<file path="src/rtl/refdiv_pkg.sv">
package refdiv_pkg;

   localparam int unsigned SEL_BITS  = 3;
   localparam int unsigned CNT_BITS  = 12;
   localparam int unsigned MAX_RATIO = 2048;

   // Fixed ratio table: ascending order of code is behaviour (code 7 is the
   // pulled-up default and the largest ratio).
   function automatic int unsigned ratio_of(input int unsigned code);
      case (code)
         0:       ratio_of = 8;
         1:       ratio_of = 64;
         2:       ratio_of = 128;
         3:       ratio_of = 256;
         4:       ratio_of = 512;
         5:       ratio_of = 1024;
         6:       ratio_of = 1160;
         default: ratio_of = 2048;
      endcase
   endfunction

endpackage

</file>
<file path="src/rtl/refdiv_rom.sv">
module refdiv_rom #(
   parameter int unsigned SEL_W = refdiv_pkg::SEL_BITS,
   parameter int unsigned CNT_W = refdiv_pkg::CNT_BITS
) (
   input  logic [SEL_W-1:0] sel,
   output logic [CNT_W-1:0] term
);

   localparam int unsigned ENTRIES = 1 << SEL_W;

   logic [CNT_W-1:0] tbl [ENTRIES];

   // Each entry stores ratio-1 so the counter terminates at zero.
   for (genvar i = 0; i < ENTRIES; i++) begin : g_entry
      assign tbl[i] = CNT_W'(refdiv_pkg::ratio_of(i) - 1);
   end

   assign term = tbl[sel];

endmodule

</file>
<file path="src/rtl/refdiv_counter.sv">
module refdiv_counter #(
   parameter int unsigned CNT_W = refdiv_pkg::CNT_BITS
) (
   input  logic             clk,
   input  logic             rst_n,
   input  logic [CNT_W-1:0] load_val,
   output logic [CNT_W-1:0] cnt,
   output logic             primed,
   output logic             tc
);

   logic reload;

   assign tc     = primed && (cnt == '0);
   assign reload = !primed || (cnt == '0);

   always_ff @(posedge clk or negedge rst_n) begin
      if (!rst_n) begin
         cnt    <= '0;
         primed <= 1'b0;
      end else if (reload) begin
         cnt    <= load_val;
         primed <= 1'b1;
      end else begin
         cnt    <= cnt - 1'b1;
      end
   end

endmodule

</file>
<file path="src/rtl/refdiv_pulse.sv">
module refdiv_pulse #(
   parameter bit PULSE_REG = 1'b1
) (
   input  logic clk,
   input  logic rst_n,
   input  logic tc,
   output logic pulse
);

   if (PULSE_REG) begin : g_reg
      logic q;
      always_ff @(posedge clk or negedge rst_n) begin
         if (!rst_n) q <= 1'b0;
         else        q <= tc;
      end
      assign pulse = q;
   end else begin : g_comb
      logic unused_ok;
      assign unused_ok = clk ^ rst_n;
      assign pulse     = tc;
   end

endmodule

</file>
<file path="src/rtl/ref_ratio_divider.sv">
module ref_ratio_divider #(
   parameter int unsigned SEL_W     = refdiv_pkg::SEL_BITS,
   parameter int unsigned CNT_W     = refdiv_pkg::CNT_BITS,
   parameter bit          PULSE_REG = 1'b1
) (
   input  logic             clk,
   input  logic             rst_n,
   input  logic [SEL_W-1:0] ratio_sel,
   output logic             ref_pulse
);

   if (SEL_W != 3) begin : g_bad_sel
      $error("ref_ratio_divider: table holds exactly eight entries, SEL_W must be 3");
   end
   if ((64'd1 << CNT_W) < 64'(refdiv_pkg::MAX_RATIO)) begin : g_bad_cnt
      $error("ref_ratio_divider: CNT_W too narrow for the largest ratio");
   end

   logic [CNT_W-1:0] term_w;
   logic [CNT_W-1:0] cnt_w;
   logic             primed_w;
   logic             tc_w;

   refdiv_rom #(.SEL_W(SEL_W), .CNT_W(CNT_W)) u_rom (
      .sel  (ratio_sel),
      .term (term_w)
   );

   refdiv_counter #(.CNT_W(CNT_W)) u_cnt (
      .clk      (clk),
      .rst_n    (rst_n),
      .load_val (term_w),
      .cnt      (cnt_w),
      .primed   (primed_w),
      .tc       (tc_w)
   );

   refdiv_pulse #(.PULSE_REG(PULSE_REG)) u_pulse (
      .clk   (clk),
      .rst_n (rst_n),
      .tc    (tc_w),
      .pulse (ref_pulse)
   );

endmodule

</file>
<file path="config.mk">
export PLATFORM = sky130hd
export DESIGN_NAME = ref_ratio_divider
export DESIGN_NICKNAME = d
export VERILOG_FILES = /design/src/rtl/refdiv_pkg.sv /design/src/rtl/refdiv_rom.sv /design/src/rtl/refdiv_counter.sv /design/src/rtl/refdiv_pulse.sv /design/src/rtl/ref_ratio_divider.sv
export SDC_FILE = /design/constraint.sdc
export NUM_CORES = 1
export LEC_CHECK = 0
export BUFFER_PORTS_ARGS = -buffer_cell sky130_fd_sc_hd__buf_2
export CORE_MARGIN = 1
export CORE_UTILIZATION = 54
export DETAILED_ROUTE_END_ITERATION = 16
export HOLD_SLACK_MARGIN = 0.15
export PLACE_DENSITY = 0.68
export SYNTH_ARGS = -nofsm -noshare
export SYNTH_HDL_FRONTEND = slang
export SYNTH_HIERARCHICAL = 1
export SYNTH_SLANG_ARGS = --single-unit
</file>
<file path="constraint.sdc">
create_clock -name clk -period 1.9 [get_ports clk]
set_input_delay 0.095 -clock clk [delete_from_list [all_inputs] [get_ports clk]]
set_output_delay 0.095 -clock clk [all_outputs]
set_load 0.005 [all_outputs]
</file>
== Word-level counts from Yosys, hierarchy flattened ==
Memories as Yosys holds them, arrays and structs flattened.
Index checks and enable logic that the tools add are counted.
Storage, ports and cells
  register bits after elaboration: 14
  bits in read-only memories: 96
  bits of input ports: 5
  memories kept: 1
Cells by class
  $add $sub $neg: 1
  order comparisons: 1
  muxes and demuxes: 3
  bitwise gates (word level): 1
  reduce and logical (&&, ||, !) cells: 4
Memory list
  (name not given): words 8, width 12, read ports 1, clocked after Yosys merged registers in 0, write ports 0, RTL line refdiv_rom.sv:18  | assign term = tbl[sel];
Operator list (count)
  two-way mux 12 bit: 3
  zero test 12 bit: 1
  subtractor 12 x 1 -> 12 bit, second input constant: 1
  >= comparator 4 bit, second input constant: 1
  inverter 3 -> 4 bit: 1
  logical AND 1 bit: 1
  zero test 1 bit: 1
  logical OR 1 bit: 1

== Logic depth before layout (Yosys ltp) ==
Gate-level depths: netlist (run 1).
  depth after elaboration: 5
  mapped depth: 7

== Hierarchy ==
Netlist (run 1), hierarchy kept.
By module, submodules not included
  refdiv_counter: instances 1, cells an instance 79, area an instance 732.0 um^2
  refdiv_rom: instances 1, cells an instance 16, area an instance 120.1 um^2
  refdiv_pulse: instances 1, cells an instance 1, area an instance 25.0 um^2

== Worst setup path after synthesis (run 1) ==
OpenSTA, ideal clock, no wires.
  path type: flip-flop to flip-flop
  from: register u_cnt.cnt[7]
  to: register u_cnt.cnt[0]
  data arrival time: 1664 ps
  setup slack: 109 ps
  stages on the path, launching flop included: 5
  period minus slack after synthesis: 1791 ps
  cell sequence: dfrtp_1 or4_4 o41ai_4 buf_6 o21ai_0
Between the ends
  cells in the longest elaborated chain, start to end: 3
Ends and longest elaborated chain
  from (decl): RTL line refdiv_counter.sv:7  | output logic [CNT_W-1:0] cnt,
  from (signal assigned): RTL line refdiv_counter.sv:22  | cnt <= load_val;
  from (signal assigned): RTL line refdiv_counter.sv:25  | cnt <= cnt - 1'b1;
  zero test 12 bit: RTL line refdiv_counter.sv:15  | assign reload = !primed || (cnt == '0);
  logical OR 1 bit: RTL line refdiv_counter.sv:15
  two-way mux 12 bit: RTL line refdiv_counter.sv:21  | end else if (reload) begin
Every way passes these cells.
A chain may end at the register's enable or synchronous reset.

== Worst setup path after layout (run 1) ==
  from: register u_cnt.cnt[4]
  to: register u_cnt.cnt[10]
Between the ends
  cells in the longest elaborated chain, start to end: 3
  elaborated cells on any way between the ends: 4
Ends and longest elaborated chain (RTL line)
  branches (longest 2 deep; another with subtractor 12 x 1 -> 12 bit)
  two-way mux 12 bit *: refdiv_counter.sv:21
Mark *: on every way between the ends.

==> impl_metrics.toml, run 1 <==
[cells_and_area]
final_common_cell = "dfrtp_1"
num_antenna_cells = 0
final_nets = 114
fill_cells = 123
drive_above_1_share_pct = 28.0
postLayoutCellArea_um2 = 976
areaGrowthSynthToFinish_pct = 11.3
final_cell_mix = "dfrtp_1, nand2_1, o21ai_0"

[yosys]
ys_seq_elements = 14
async_flop_share_pct = 100
synth_enable_flop_cells = 0
postSynthCellCount = 96
netlist.area_leader.share_pct = 39.9
synth.avg_cell_area_um2 = 9.14
synth_area_um2 = 877
ys.flop_type = "dfrtp_1"
synth.yosys.seq_area_share_pct = 39.9
synth_area_leaders = "dfrtp_1, o21ai_0, buf_4"
synth_cell_types = 31
synth.largest_area_cell = "dfrtp_1"
ys.warnings.count = 6

[drt]
ant_nets = 0
route.detailed.drc = 0
drt-vias-per-instance = 5.35
dr_total_vias = 658
drtPass1Iterations = 4
drt_iter0_markers = 10
wirelength_um = 1540
wire_per_inst_um = 12.5

[setup_path]
worstReg2RegStart = "u_cnt/cnt[4]"
r2r_cells = 4
crit_fanout = 5
startpoint_type = "flop"
worstPathArrival_ns = 1.98
worst_path_max_delay_cell = "dfrtp_1"
critical_path_required_ns = 2.10
rr_endpoint = "u_cnt/cnt[10]"
max_stage_delay_ns = 0.42
endpoint_kind = "flop"
cp-startpoint = "u_cnt/cnt[4]"
worst-path-buf-inv = 0
regToRegSetupSlack_ns = 0.11
crit_type = "reg -> reg"
cp_top_family = "simple AND/OR/NAND/NOR gates"
crit_chain = "or3_4 -> or2_2 -> or3_1 -> a211oi_2"

[grt]
grt_use_met1_pct = 27.6
grt_pass1_vias = 607
grt_overflow = 0
top_usage_layer = "met2"
grt_max_degree = 15
grt_first_pass_wirelength_um = 2630
met3_usage_pct = 2.59
grt_use_total_pct = 20.1
antenna_found_initial = 0
met2_usage_pct = 30.8

[timing]
min_period_ns = 1.79
final_max_slew_viol_count = 0
fin_skew_ns = 0.000885
hold_viol = 0
rsz0062_at_grt = "false"
setup_violations = 0
max_freq_ghz = 0.560
min_period_over_period_pct = 94.0
finalSetupTns_ns = 0

[die]
die_w_um = 42.3
core_mm2 = 0.00151
die_h_um = 42.3
num_rows = 14
io-pin-count = 6
start_util_pct = 58.2
dieArea_mm2 = 0.00179

[clock_tree]
clk_latency_ns = 0.27
cts.clk_slew.worst_paths_ns = 0.09
cts_buffers = 3
root_buffer = "clkbuf_4"
cts.htree.levels = 1
cts_max_path_buffers = 2
clkSinkCount = 14
cts_tree = "done"

[hold_path]
hold_start = "ratio_sel[2]"
hold_depth = 4
hold_class = "in -> reg"
holdPathEnd = "u_cnt/cnt[7]"

[run_status]
status = "finished clean"

[power_and_ir_drop]
switching_share_pct = 28.4
p_comb_share_pct = 22.1
p_clk_share_pct = 28.9
p_int_mw = 0.527
switching_power_mw = 0.209
seq_power_share_pct = 49.1
p_leak_nw = 0.426
power_density_mw_per_mm2 = 754
peakVddDrop_mv = 0.514

[job]
cap_violations = 0

[placed_design]
dpl.hpwl_um = 1120
placed_area_um2 = 900
io_buffers = 5
gp_congestion = 0.857
[power groups by stage]
stage	Sequential [mW]	Combinational, mW	Clock (mW)
final	0.361	0.162	0.213
after floorplan	0.361	0.113	0
after global placement	0.365	0.144	0
after CTS	0.361	0.148	0.221
after detailed placement	0.368	0.145	0
after global routing	0.367	0.181	0.234
[logic make-up (layout without fill, tap and decap cells)]
kind of cell               count (synthesis)  after routing  synth area share [%]
xor gates and xnor gates                   8              8                  7.99
other                                      3              5                  1.28
adders and majority gates                  1              1                  1.43
buffers and inverters                     11             20                  8.13
DFF                                       14             14                  39.9
AOI/OAI and AO/OA                         18             18                  14.7
and+or+nand+nor                           41             41                  26.5
[cell type report]
| class | count | area, um^2 | area share, % |
|---|---|---|---|
| Timing Repair Buffer | 13 | 87.6 | 8.97 |
| Tap cell | 16 | 20.0 | 2.05 |
| Clock buffer | 4 | 36.3 | 3.72 |
| Sequential cell | 14 | 350 | 35.9 |
| Inverter | 3 | 11.3 | 1.15 |
| Multi-Input combinational cell | 73 | 470 | 48.2 |
[worst max path at each step]
stage / end / slack, ns / cells past startpoint
3_3_place_gp: u_cnt/cnt[10] / 0.12 / 6
6_report: u_cnt/cnt[10] / 0.11 / 4
4_1_cts: u_cnt/cnt[10] / 0.05 / 6
3_5_place_dp: u_cnt/cnt[10] / 0.08 / 6
2_1_floorplan: u_cnt/cnt[0] / 0.11 / 4
5_1_grt: u_cnt/cnt[11] / 0.003 / 4
[worst reg2reg max path, cell delays in order, from the launching register on]
cell and delay, ns:
dfrtp_1 0.42, or3_4 0.42, or2_2 0.34, or3_1 0.37, a211oi_2 0.17
[metal layers]
layer	share of wire (%)	vias up
li1	-	337
met1	48	310
met2	48	9
met3	3.0	2
met4	0.58	0
met5	0	-
[state kept, by name, summed over array words and instances (netlist names)]
signal / count
u_cnt/cnt: 12
u_cnt/primed: 1
u_pulse/pulse: 1
[synthesized netlist by cell type (3+ instances only)]
cell     count
nor2_1       4
buf_4        6
conb_1       3
nand2_1     12
o21ai_0      9
nor3_1       5
a21oi_1      4
dfrtp_1     14
xor2_1       4
inv_1        3
or2_2        3
xnor2_1      4
nor4_1       3
or3_1        5
[stage by stage]
| step | utilization [%] | worst slack [ns] | power (mW) | cells | hold slack (ns) |
|---|---|---|---|---|---|
| 4_1_cts | 62.8 | 0.0517 | 0.730 | 120 | 0.160 |
| 3_3_place_gp | 59.7 | 0.124 | 0.510 | 115 | 0.00417 |
| 5_1_grt | 64.8 | 0.00340 | 0.782 | 123 | 0.202 |
| 2_1_floorplan | - | 0.109 | 0.473 | 98 | -0.201 |
| 3_5_place_dp | 59.7 | 0.0821 | 0.512 | 115 | 0.00926 |
| 6_report | 64.8 | 0.114 | 0.736 | 123 | 0.167 |
[repair_timing]
action	4_1_cts	5_1_grt
hold buffers	1	0
hold endpoints to repair	14	0
resized for setup	0	2
endpoints found under the setup margin	0	2
buffers inserted	0	3
(Power assumes the default switching activity.)
==> run 2: changes to the inputs <==
REMOVE_ABC_BUFFERS = 1   (was unset)
==> run 2 against run 1 <==
Sequential share of layout area up 1.1 points. Fmax down 1.4%. Core utilization down 1.9 points. Sequential power about the same. Cell count down 2.4%. Critical path type unchanged.
==> impl_metrics.toml, run 2 (same netlist as run 1, synthesis figures left out) <==
[run_status]
status = "finished clean"

[die]
die_h_um = 42.3
dieArea_mm2 = 0.00179
die_w_um = 42.3
num_rows = 14
core_mm2 = 0.00151
io-pin-count = 6
start_util_pct = 58.2

[clock_tree]
postCtsSetupBuffers = 0
clkSinkCount = 14
cts.clk_slew.worst_paths_ns = 0.09
root_buffer = "clkbuf_4"
cts_max_path_buffers = 2
clk_latency_ns = 0.27
cts_tree = "done"
cts_buffers = 3
cts.htree.levels = 1

[placed_design]
io_buffers = 5
placed_area_um2 = 907
gp_congestion = 0.764
dpl.hpwl_um = 1110

[cells_and_area]
areaGrowthSynthToFinish_pct = 7.99
postLayoutCellArea_um2 = 947
final_nets = 112
drive_above_1_share_pct = 26.0
top_register = "u_cnt/cnt"
largest_register_ffs = 12
num_antenna_cells = 0
final_cell_mix = "dfrtp_1, nand2_1, o21ai_0"
final_common_cell = "dfrtp_1"

[setup_path]
crit_type = "reg -> reg"
crit_chain = "or3_4 -> or2_2 -> or3_1 -> a211oi_2"
startpoint_type = "flop"
rr_endpoint = "u_cnt/cnt[10]"
crit_fanout = 5
cp_top_family = "simple AND/OR/NAND/NOR gates"
critical_path_required_ns = 2.09
worstPathArrival_ns = 2.00
regToRegSetupSlack_ns = 0.09
endpoint_kind = "flop"
worst-path-buf-inv = 0
cp_num_cells = 4
r2r_cells = 4
worst_path_max_delay_cell = "dfrtp_1"
worstReg2RegStart = "u_cnt/cnt[4]"
cp-startpoint = "u_cnt/cnt[4]"
max_stage_delay_ns = 0.42

[power_and_ir_drop]
peakVddDrop_mv = 0.460
p_leak_nw = 0.410
power_density_mw_per_mm2 = 716

[timing]
min_period_over_period_pct = 95.3
finalSetupTns_ns = 0
final_max_slew_viol_count = 0
fin_skew_ns = 0.00669
min_period_ns = 1.81
hold_viol = 0
rsz0062_at_grt = "false"
max_freq_ghz = 0.552
setup_violations = 0
whs_ns = 0.185

[grt]
grt_first_pass_wirelength_um = 2550
grt_overflow = 0
antenna_found_initial = 0
grt_pass1_vias = 592
grt_use_total_pct = 18.8
grt_max_degree = 15

[hold_path]
hold_class = "in -> reg"
hold_start = "ratio_sel[2]"
hold_depth = 4
holdPathEnd = "u_cnt/cnt[7]"

[drt]
wirelength_um = 1440
dr_total_vias = 631
wire_per_inst_um = 12.0
drt-vias-per-instance = 5.26
route.detailed.drc = 0
drtPass1Iterations = 4
ant_nets = 0
drt_iter0_markers = 10

[job]
cap_violations = 0
run 2: area by class of cell:
type                       count  area [um^2]
timing repair buffer          11         72.6
tap                           16         20.0
clock buffer                   3         22.5
fill                         146          559
sequential                    14          350
multi-input combinational     73          470
inverter                       3         11.3
run 2: layer usage:
| layer | track usage, % | vias to the layer above | share of wire, % |
|---|---|---|---|
| met5 | 0 | - | 0 |
| met4 | 7.50 | 0 | 0 |
| met3 | 3.88 | 0 | 1.7 |
| met2 | 28.3 | 7 | 47 |
| met1 | 26.4 | 291 | 52 |
| li1 | - | 333 | - |
run 2: stage by stage:
stage / instances / setup slack, ns / power (mW) / util (%)
2_1_floorplan: 90 / -0.0508 / 0.461 / -
3_3_place_gp: 116 / 0.115 / 0.512 / 60.2
3_5_place_dp: 116 / 0.0647 / 0.514 / 60.2
4_1_cts: 120 / 0.0392 / 0.679 / 62.4
5_1_grt: 120 / 0.0315 / 0.719 / 62.9
6_report: 120 / 0.0892 / 0.678 / 62.9
run 2: how the worst max path moves through the flow:
stage	to	slack, ns
2_1_floorplan	u_cnt/cnt[6]	-0.05
3_3_place_gp	u_cnt/cnt[10]	0.12
3_5_place_dp	u_cnt/cnt[10]	0.06
4_1_cts	u_cnt/cnt[10]	0.04
5_1_grt	u_cnt/cnt[10]	0.03
6_report	u_cnt/cnt[10]	0.09
run 2: power breakdown:
part | leakage [nW] | switching [mW] | internal (mW)
clock | 0.0138 | 0.0910 | 0.0733
combinational | 0.229 | 0.0777 | 0.0758
sequential | 0.167 | 0.0313 | 0.329
total | 0.410 | 0.200 | 0.478
run 2: repair_timing:
item	in CTS	in global routing
endpoints found under the hold margin	14	0
hold buffers	1	0
setup endpoints to repair	0	4
resized for setup	0	2
run 2: worst register-to-register path, cell delays in order (launching register included):
cell      delay (ns)
dfrtp_1         0.42
or3_4           0.42
or2_2           0.34
or3_1           0.37
a211oi_2        0.18
